### config.mk
export PLATFORM = sky130hd
export DESIGN_NAME = sar_flag_unit
export DESIGN_NICKNAME = d
export VERILOG_FILES = /design/src/rtl/sar_pkg.sv /design/src/rtl/sar_count_mask.sv /design/src/rtl/sar_shift_core.sv /design/src/rtl/sar_flag_gen.sv /design/src/rtl/sar_flag_unit.sv
export SDC_FILE = /design/constraint.sdc
export NUM_CORES = 1
export LEC_CHECK = 0
export CORE_MARGIN = 2
export CORE_UTILIZATION = 45
export DETAILED_ROUTE_END_ITERATION = 16
export PLACE_DENSITY = 0.77
export SLEW_MARGIN = 25
export SYNTH_ARGS = -nofsm -noshare
export SYNTH_HDL_FRONTEND = slang
export SYNTH_SLANG_ARGS = --single-unit
### constraint.sdc
create_clock -name clk -period 7.2 [get_ports clk]
set_clock_uncertainty 0.1 [all_clocks]
set_input_delay 2.16 -clock clk [delete_from_list [all_inputs] [get_ports clk]]
set_output_delay 2.16 -clock clk [all_outputs]
set_load 0.1 [all_outputs]
### src/rtl/sar_pkg.sv
package sar_pkg;

    localparam int unsigned DW    = 64;
    localparam int unsigned CW    = 8;
    localparam int unsigned MCW   = $clog2(DW);
    localparam int unsigned NFL   = 6;

    localparam int unsigned FL_CF = 0;
    localparam int unsigned FL_PF = 1;
    localparam int unsigned FL_AF = 2;
    localparam int unsigned FL_ZF = 3;
    localparam int unsigned FL_SF = 4;
    localparam int unsigned FL_OF = 5;

    typedef enum logic [1:0] {
        SZ_B = 2'd0,
        SZ_W = 2'd1,
        SZ_D = 2'd2,
        SZ_Q = 2'd3
    } opsz_e;

    typedef struct packed {
        logic [DW-1:0]  res;
        logic [NFL-1:0] val;
        logic [NFL-1:0] wen;
        logic [NFL-1:0] undef;
    } sar_out_t;

    function automatic logic [DW-1:0] width_mask(opsz_e sz);
        case (sz)
            SZ_B:    return {{(DW-8){1'b0}},  {8{1'b1}}};
            SZ_W:    return {{(DW-16){1'b0}}, {16{1'b1}}};
            SZ_D:    return {{(DW-32){1'b0}}, {32{1'b1}}};
            default: return {DW{1'b1}};
        endcase
    endfunction

    function automatic logic top_bit(opsz_e sz, logic [DW-1:0] d);
        case (sz)
            SZ_B:    return d[7];
            SZ_W:    return d[15];
            SZ_D:    return d[31];
            default: return d[DW-1];
        endcase
    endfunction

    function automatic logic [MCW-1:0] mask_count(opsz_e sz, logic [CW-1:0] raw);
        if (sz == SZ_Q)
            return raw[MCW-1:0];
        return {1'b0, raw[MCW-2:0]};
    endfunction

endpackage

### src/rtl/sar_count_mask.sv
module sar_count_mask
    import sar_pkg::*;
(
    input  opsz_e              sz,
    input  logic [CW-1:0]      cnt_raw,
    output logic [MCW-1:0]     cnt,
    output logic               cnt_zero,
    output logic               cnt_one
);
    always_comb begin
        cnt      = mask_count(sz, cnt_raw);
        cnt_zero = (cnt == '0);
        cnt_one  = (cnt == MCW'(1));
    end
endmodule

### src/rtl/sar_shift_core.sv
module sar_shift_core
    import sar_pkg::*;
(
    input  opsz_e              sz,
    input  logic [DW-1:0]      data,
    input  logic [MCW-1:0]     cnt,
    output logic [DW-1:0]      res,
    output logic               carry
);
    logic [DW-1:0]        sx;
    logic signed [DW:0]   wide;
    logic signed [DW:0]   shifted;

    always_comb begin
        case (sz)
            SZ_B:    sx = {{(DW-8){data[7]}},   data[7:0]};
            SZ_W:    sx = {{(DW-16){data[15]}}, data[15:0]};
            SZ_D:    sx = {{(DW-32){data[31]}}, data[31:0]};
            default: sx = data;
        endcase
        wide    = {sx, 1'b0};
        shifted = wide >>> cnt;
        res     = shifted[DW:1] & width_mask(sz);
        carry   = shifted[0];
    end
endmodule

### src/rtl/sar_flag_gen.sv
module sar_flag_gen
    import sar_pkg::*;
(
    input  opsz_e              sz,
    input  logic [DW-1:0]      res,
    input  logic               carry,
    input  logic               cnt_zero,
    input  logic               cnt_one,
    output logic [NFL-1:0]     val,
    output logic [NFL-1:0]     wen,
    output logic [NFL-1:0]     undef
);
    always_comb begin
        val        = '0;
        wen        = '0;
        undef      = '0;
        if (!cnt_zero) begin
            wen          = '1;
            val[FL_CF]   = carry;
            val[FL_PF]   = ~^res[7:0];
            val[FL_AF]   = 1'b0;
            val[FL_ZF]   = ((res & width_mask(sz)) == '0);
            val[FL_SF]   = top_bit(sz, res);
            val[FL_OF]   = 1'b0;
            undef[FL_AF] = 1'b1;
            undef[FL_OF] = !cnt_one;
        end
    end
endmodule

### src/rtl/sar_flag_unit.sv
module sar_flag_unit
    import sar_pkg::*;
#(
    parameter bit REG_OUT = 1'b1
) (
    input  logic              clk,
    input  logic              rst,
    input  logic              in_valid,
    input  logic [1:0]        op_size,
    input  logic [63:0]       operand,
    input  logic [7:0]        count,
    output logic              out_valid,
    output logic [63:0]       result,
    output logic [5:0]        flag_val,
    output logic [5:0]        flag_wen,
    output logic [5:0]        flag_undef
);
    opsz_e            sz;
    logic [MCW-1:0]   cnt;
    logic             cnt_zero;
    logic             cnt_one;
    logic [DW-1:0]    sh_res;
    logic             sh_carry;
    sar_out_t         nxt;

    assign sz = opsz_e'(op_size);

    sar_count_mask u_mask (
        .sz       (sz),
        .cnt_raw  (count),
        .cnt      (cnt),
        .cnt_zero (cnt_zero),
        .cnt_one  (cnt_one)
    );

    sar_shift_core u_core (
        .sz    (sz),
        .data  (operand),
        .cnt   (cnt),
        .res   (sh_res),
        .carry (sh_carry)
    );

    sar_flag_gen u_flags (
        .sz       (sz),
        .res      (sh_res),
        .carry    (sh_carry),
        .cnt_zero (cnt_zero),
        .cnt_one  (cnt_one),
        .val      (nxt.val),
        .wen      (nxt.wen),
        .undef    (nxt.undef)
    );

    assign nxt.res = sh_res;

    generate
        if (REG_OUT) begin : g_reg
            sar_out_t q;
            logic     q_v;
            always_ff @(posedge clk) begin
                if (rst) begin
                    q   <= '0;
                    q_v <= 1'b0;
                end else begin
                    q_v <= in_valid;
                    if (in_valid)
                        q <= nxt;
                end
            end
            assign out_valid  = q_v;
            assign result     = q.res;
            assign flag_val   = q.val;
            assign flag_wen   = q.wen;
            assign flag_undef = q.undef;
        end else begin : g_comb
            assign out_valid  = in_valid;
            assign result     = nxt.res;
            assign flag_val   = nxt.val;
            assign flag_wen   = nxt.wen;
            assign flag_undef = nxt.undef;
        end
    endgenerate

endmodule

# Word level (Yosys, flattened, before mapping)
# Cells that the tools add are included.
# W data, S select, Z words.
# word_totals
regBits	79
input_bits	77
out_inout_bits	83
word_cells	28
# op_classes
eq_ne	4
n_shift	1
mux	11
bitwise_logic	2
reduce_logical	5
# ops
operator	count
$pmux W64 S3	2
$and A64 B64 Y64	2
$sshr A65 B6 Y65	1
$logic_not A64 Y1	1
$mux W64	1
$mux W6	3
$reduce_xnor A8 Y1	1
$eq A6 B1 Y1 const B	1
$logic_not A6 Y1	1
$mux W5	1
$eq A2 B2 Y1 const B	2
$mux W1	3
$pmux W1 S3	1
$eq A2 B1 Y1 const B	1
$logic_not A2 Y1	1
$logic_not A1 Y1	1

# Depth between registers and ports, before layout
# depth
ltp_word	8
depth_mapped	22
ltp_nobuf	18

# By module
# Synthesis repeated with hierarchy kept, for this count alone.
# unflattened
hier_cells	1159
hier_area_um2	9038.7
# by_module_without_submodules
mod	n_inst	cells_each	area_per_inst_um2	seq_area_each_um2
sar_shift_core	1	824	5560.3	0.0
sar_flag_unit	1	266	2991.6	1661.6
sar_flag_gen	1	60	414.1	0.0
sar_count_mask	1	9	72.6	0.0

# Worst setup path before layout
# Ideal clock, no wire load.
# synth_timing
kind	input-to-reg
start	input port count[1]
end	register g_reg.q (netlist bit flag_val[3])
setup_ps	88
arrival_time_ps	5702
required_ps	7012
path_slack_ps	1310
stages	19
path_buffers	3
cell_sequence	buf_2 buf_2 buf_2 mux2_2 o21ai_0 nor2_1 a211oi_1 a211oi_1 a211o_1 o21ai_0 ha_1 and3_1 nand3_1 a311o_1 a2111oi_2 nand3b_1 nor4_2 nand4_1 o32ai_2
# synth_between
elab_chain_cells	7
word_cells_on_any_way	8
classes_between	shift: 1; mux: 3; bitwise: 2; reduce/logical: 2
# synth_rtl
element	line_no	rtl
from (decl)	sar_flag_unit.sv:11	input logic [7:0] count,
$mux W6	sar_pkg.sv:48	if (sz == SZ_Q)
$mux W6 *	sar_pkg.sv:50	return {1'b0, raw[MCW-2:0]};
$sshr A65 B6 Y65	sar_shift_core.sv:22	shifted = wide >>> cnt;
$and A64 B64 Y64	sar_shift_core.sv:23	res = shifted[DW:1] & width_mask(sz);
$and A64 B64 Y64	sar_flag_gen.sv:22	val[FL_ZF] = ((res & width_mask(sz)) == '0);
$logic_not A64 Y1	sar_flag_gen.sv:22	
$mux W5 *	sar_flag_gen.sv:17	if (!cnt_zero) begin
to (signal assigned)	sar_flag_unit.sv:68	q <= nxt;
to (decl)	sar_flag_unit.sv:59	sar_out_t q;
# Every way passes the cells marked *; elsewhere a longest branch is shown, timed or not. The select of a mux whose other input is x is not followed.
# A chain may end at the register's enable or synchronous reset.

# Worst setup path after layout
# layout_timing
start	input port operand[31]
end	register g_reg.q (netlist bit flag_val[3])
# layout_between
elab_chain_cells	6
# layout_rtl
element	line_no	rtl
from (decl)	sar_flag_unit.sv:10	input logic [63:0] operand,
$pmux W64 S3	sar_shift_core.sv:15	case (sz)
$sshr A65 B6 Y65	sar_shift_core.sv:22	
$and A64 B64 Y64	sar_shift_core.sv:23	
$and A64 B64 Y64	sar_flag_gen.sv:22	
$logic_not A64 Y1	sar_flag_gen.sv:22	
$mux W5	sar_flag_gen.sv:17	
# Every way passes these cells.

==> results.txt <==
The gate count of the mapped netlist is 1153. The number of sinks driven by the clock tree is 71. Setup repair after global routing left no endpoint under its margin. The placed wire-length estimate came out at 30.05 mm. The hold slack came out at 0.3647 ns.

The relative contribution of combinational cells to total power is 52.6%. The remaining number of nets flagged by the antenna check after routing is 0. The clock network latency to the later pin of the worst-skew pair came out at 0.33 ns. Of the total power, registers draw 23.2%. The y dimension of the die is 139.7 um. The arrival time of the worst setup path is 6.94 ns. The achievable clock frequency is 147.2 MHz. The global route total overflow came out at 0. The total global routing track utilization came out at 38.30%. For the pin with the worst max-slew slack, the measured transition is 1.072 ns. The full die area is 19520 um2. The summed instance area of the synthesized netlist is 8288 um2. The row count came out at 49. For this design the ratio of total power to cell area is 181.5 nW/um2. IR analysis of the VDD net gives a maximum drop of 0.1907 mV.

The total leakage power came out at 3.940 nW. The final-stage net count came out at 1333. The maximum count of clock buffers along a single path came out at 2. The via count of the first global-routing pass was 9489. The total count of max-transition violations in the final report is 0.

The layout cell share with drive strength beyond 1 is 11.06%. After filler insertion, the fill cell instance count of the layout stands at 1733. The routed design could run at a clock period as short as 6.793 ns. The post-synthesis cell type count is 100. The number of remaining DRC errors came out at 0.

The number of port buffers is 151. The TritonCTS clock tree is built. The final setup violation count is 0. STA classifies the critical path endpoint as a flop. The total instance count after detailed placement came out at 1470. Compared with the post-synthesis result, the final layout area differs by 23.28%. The initial core utilization came out at 45.98%. The count of max-cap constraint violations is 0. The H-tree was split into 3 levels. The clock tree root driver cell is sky130_fd_sc_hd__clkbuf_16. The switching part of the total power came out at 46.73%. The sequential-to-total area share from yosys stat is 17.15%.

The maximum number of pins on one net before global-route repair is 73. The number of warnings printed during yosys synthesis came out at 0. The number of antenna diodes in the final layout is 0.

The mean instance size in the synthesized netlist is 7.188 um2. For the worst setup path, the data required time is 7.34 ns. The flow ran to the end, and the final reports show no timing, DRC or antenna violations.

The number of hold buffers added after CTS came out at 0. The number of detailed-routing iterations run before antenna repair came out at 6. After synthesis the netlist holds a flip-flop and latch count of 71. The first-pass GRT wire length is 58.44 mm. After the flow finishes, the layout carries non-filler instances totaling 1486.

The setup TNS is 0 ns. The placeable core region is 18020 um2. Timing analysis after detailed placement gives a worst setup slack of 0.2797 ns.

The setup slack of the critical path after layout came out at 0.4072 ns. Clock-pin slew was measured on the worst setup and hold paths at 0.06 ns. In this run the worst hold path is classified as reg2reg. TritonCTS created 9 clock buffers. At the end of routability-driven placement, the weighted congestion stood at 1.042. The fraction of synthesis flops using an asynchronous set or reset pin is 0%. The average vias per placed instance came out at 6.917.

The post-CTS setup buffer count is 0. The final hold violation count is 0. The initial antenna violation count is 0. The width of the die came out at 139.7 um.

The internal power component came out at 0.0009879 W. The number of gates resized after CTS was 0. The critical path launch point type is a primary input. The routed layout has 10280 vias. The critical path is of the in2reg type.

The routed wire length came out at 38.85 mm. In this run the tightest slew margin relative to its limit is 27.78%. The number of enable-type register cells in the synthesized netlist is 0. During I/O placement, the number of pins put on the boundary was 160. The final clock period utilization by the worst path is 94.35%.

The number of violations reported at the end of detailed-routing iteration 0 came out at 1356. In the synthesized netlist the dominant register cell turns out to be sky130_fd_sc_hd__dfxtp_1. The clock network fraction of design power came out at 24.2%. The net switching power came out at 0.0008667 W. In this run the worst path has a maximum fanout of 25.

The wire length per cell is 26.14 um.
power groups by stage:
| stage | registers, W | clock network (W) | logic [W] |
|---|---|---|---|
| detailed placement | 0.000438 | 0 | 0.000942 |
| global route | 0.000432 | 0.000474 | 0.00101 |
| floorplan | 0.000603 | 0 | 0.000469 |
| CTS | 0.000430 | 0.000455 | 0.000947 |
| global placement | 0.000438 | 0 | 0.000943 |
| finish | 0.000430 | 0.000449 | 0.000975 |
sequential cells by signal (all words and copies together), names as in the netlist:
name / cells
result: 64
out_valid: 1
flag_val: 4
flag_undef: 1
flag_wen: 1
cells in the mapped netlist, types with 8 or more instances:
master | number | area (um2)
sky130_fd_sc_hd__nor2_1 | 157 | 589.3
sky130_fd_sc_hd__mux2i_1 | 104 | 1041
sky130_fd_sc_hd__a21oi_1 | 101 | 505.5
sky130_fd_sc_hd__nand2_1 | 94 | 352.8
sky130_fd_sc_hd__dfxtp_1 | 71 | 1421
sky130_fd_sc_hd__clkbuf_1 | 59 | 221.5
sky130_fd_sc_hd__a211oi_1 | 52 | 390.4
sky130_fd_sc_hd__o22ai_1 | 50 | 312.8
sky130_fd_sc_hd__o21ai_0 | 45 | 225.2
sky130_fd_sc_hd__nor3_1 | 36 | 180.2
sky130_fd_sc_hd__buf_2 | 28 | 140.1
sky130_fd_sc_hd__buf_4 | 22 | 165.2
sky130_fd_sc_hd__nand3_1 | 22 | 110.1
sky130_fd_sc_hd__a22oi_1 | 15 | 112.6
sky130_fd_sc_hd__o211ai_1 | 14 | 105.1
sky130_fd_sc_hd__mux2_2 | 13 | 146.4
sky130_fd_sc_hd__o221ai_1 | 13 | 113.9
sky130_fd_sc_hd__a21o_1 | 12 | 90.09
sky130_fd_sc_hd__a221oi_1 | 11 | 96.34
sky130_fd_sc_hd__a211o_1 | 10 | 87.58
sky130_fd_sc_hd__a22o_1 | 10 | 87.58
sky130_fd_sc_hd__and3_1 | 10 | 62.56
sky130_fd_sc_hd__buf_1 | 10 | 37.54
sky130_fd_sc_hd__nor4_1 | 10 | 62.56
sky130_fd_sc_hd__a31oi_1 | 9 | 56.30
sky130_fd_sc_hd__inv_1 | 8 | 30.03
sky130_fd_sc_hd__nand4_1 | 8 | 50.05
cell type report:
class                   instances  area (um2)  area share (%)
inverters                      11       41.29          0.4041
repair buffers                208        1939           18.98
clock inverters                 7       78.83          0.7715
multi-input cells             951        6225           60.92
clock buffers                   9       225.2           2.204
well taps                     229       286.5           2.804
flip-flops and latches         71        1421           13.91
per-layer routing:
| layer | global-route usage, % | routed length (um) | vias to the layer above |
|---|---|---|---|
| met5 | 0 | 0 | - |
| met4 | 13.21 | 1664 | 0 |
| met3 | 7.605 | 4114 | 100 |
| met2 | 58.00 | 16610 | 698 |
| met1 | 54.17 | 16460 | 4913 |
| li1 | - | - | 4567 |
stage by stage:
stage                     cell area [um2]  utilization [%]  total power (W)
after CTS                           10220            56.68         0.001832
after global routing                10220            56.68         0.001917
after global placement               9913            55.00         0.001380
after floorplan                      8307                -         0.001073
final                               10220            56.68         0.001855
after detailed placement             9913            55.00         0.001379
critical path: stages:
cell and delay, ns:
sky130_fd_sc_hd__clkdlybuf4s50_1 0.50, sky130_fd_sc_hd__buf_4 0.27, sky130_fd_sc_hd__nand2b_1 0.32, sky130_fd_sc_hd__a21oi_1 0.15
sky130_fd_sc_hd__o41ai_1 0.47, sky130_fd_sc_hd__o21ai_0 0.31, sky130_fd_sc_hd__mux2i_1 0.33, sky130_fd_sc_hd__a21oi_1 0.15
sky130_fd_sc_hd__a21oi_1 0.25, sky130_fd_sc_hd__ha_1 0.18, sky130_fd_sc_hd__and3_1 0.14, sky130_fd_sc_hd__nand3_1 0.10
sky130_fd_sc_hd__a311o_1 0.34, sky130_fd_sc_hd__a2111oi_2 0.30, sky130_fd_sc_hd__nand3b_1 0.15, sky130_fd_sc_hd__nor4_2 0.28
sky130_fd_sc_hd__nand4_1 0.23, sky130_fd_sc_hd__o32ai_2 0.30
final timing paths:
kind / cells past startpoint / start / slack [ns] / endpoint
worst max-delay path: 18 / operand[31] / 0.41 / flag_val[3]
worst min-delay path: 2 / result[40] / 0.36 / result[40]
worst max register to register: 2 / result[24] / 6.28 / result[24]
worst min register to register: 2 / result[40] / 0.36 / result[40]
cell usage in the layout, fill, tap and decap left out, types with 9 or more instances in the layout:
| master | instances |
|---|---|
| sky130_fd_sc_hd__nor2_1 | 157 |
| sky130_fd_sc_hd__clkdlybuf4s50_1 | 143 |
| sky130_fd_sc_hd__mux2i_1 | 104 |
| sky130_fd_sc_hd__a21oi_1 | 101 |
| sky130_fd_sc_hd__nand2_1 | 94 |
| sky130_fd_sc_hd__dfxtp_1 | 71 |
| sky130_fd_sc_hd__buf_4 | 55 |
| sky130_fd_sc_hd__a211oi_1 | 52 |
| sky130_fd_sc_hd__o22ai_1 | 50 |
| sky130_fd_sc_hd__o21ai_0 | 45 |
| sky130_fd_sc_hd__nor3_1 | 36 |
| sky130_fd_sc_hd__nand3_1 | 21 |
| sky130_fd_sc_hd__a22oi_1 | 15 |
| sky130_fd_sc_hd__o211ai_1 | 14 |
| sky130_fd_sc_hd__mux2_2 | 13 |
| sky130_fd_sc_hd__o221ai_1 | 13 |
| sky130_fd_sc_hd__a21o_1 | 12 |
| sky130_fd_sc_hd__a221oi_1 | 11 |
| sky130_fd_sc_hd__and3_1 | 10 |
| sky130_fd_sc_hd__nor4_1 | 10 |
| sky130_fd_sc_hd__a22o_1 | 10 |
| sky130_fd_sc_hd__a211o_1 | 10 |
| sky130_fd_sc_hd__a31oi_1 | 9 |
| sky130_fd_sc_hd__clkbuf_16 | 9 |
kinds of logic after synthesis:
family	synth area share, %
AOI/OAI and AO/OA	34.68
and+or+nand+nor	22.57
buffers and inverters	8.122
muxes	16.52
DFF	17.15
adders and majority gates	0.6039
xor gates and xnor gates	0.3171
other	0.04525
(Power assumes the default switching activity.)
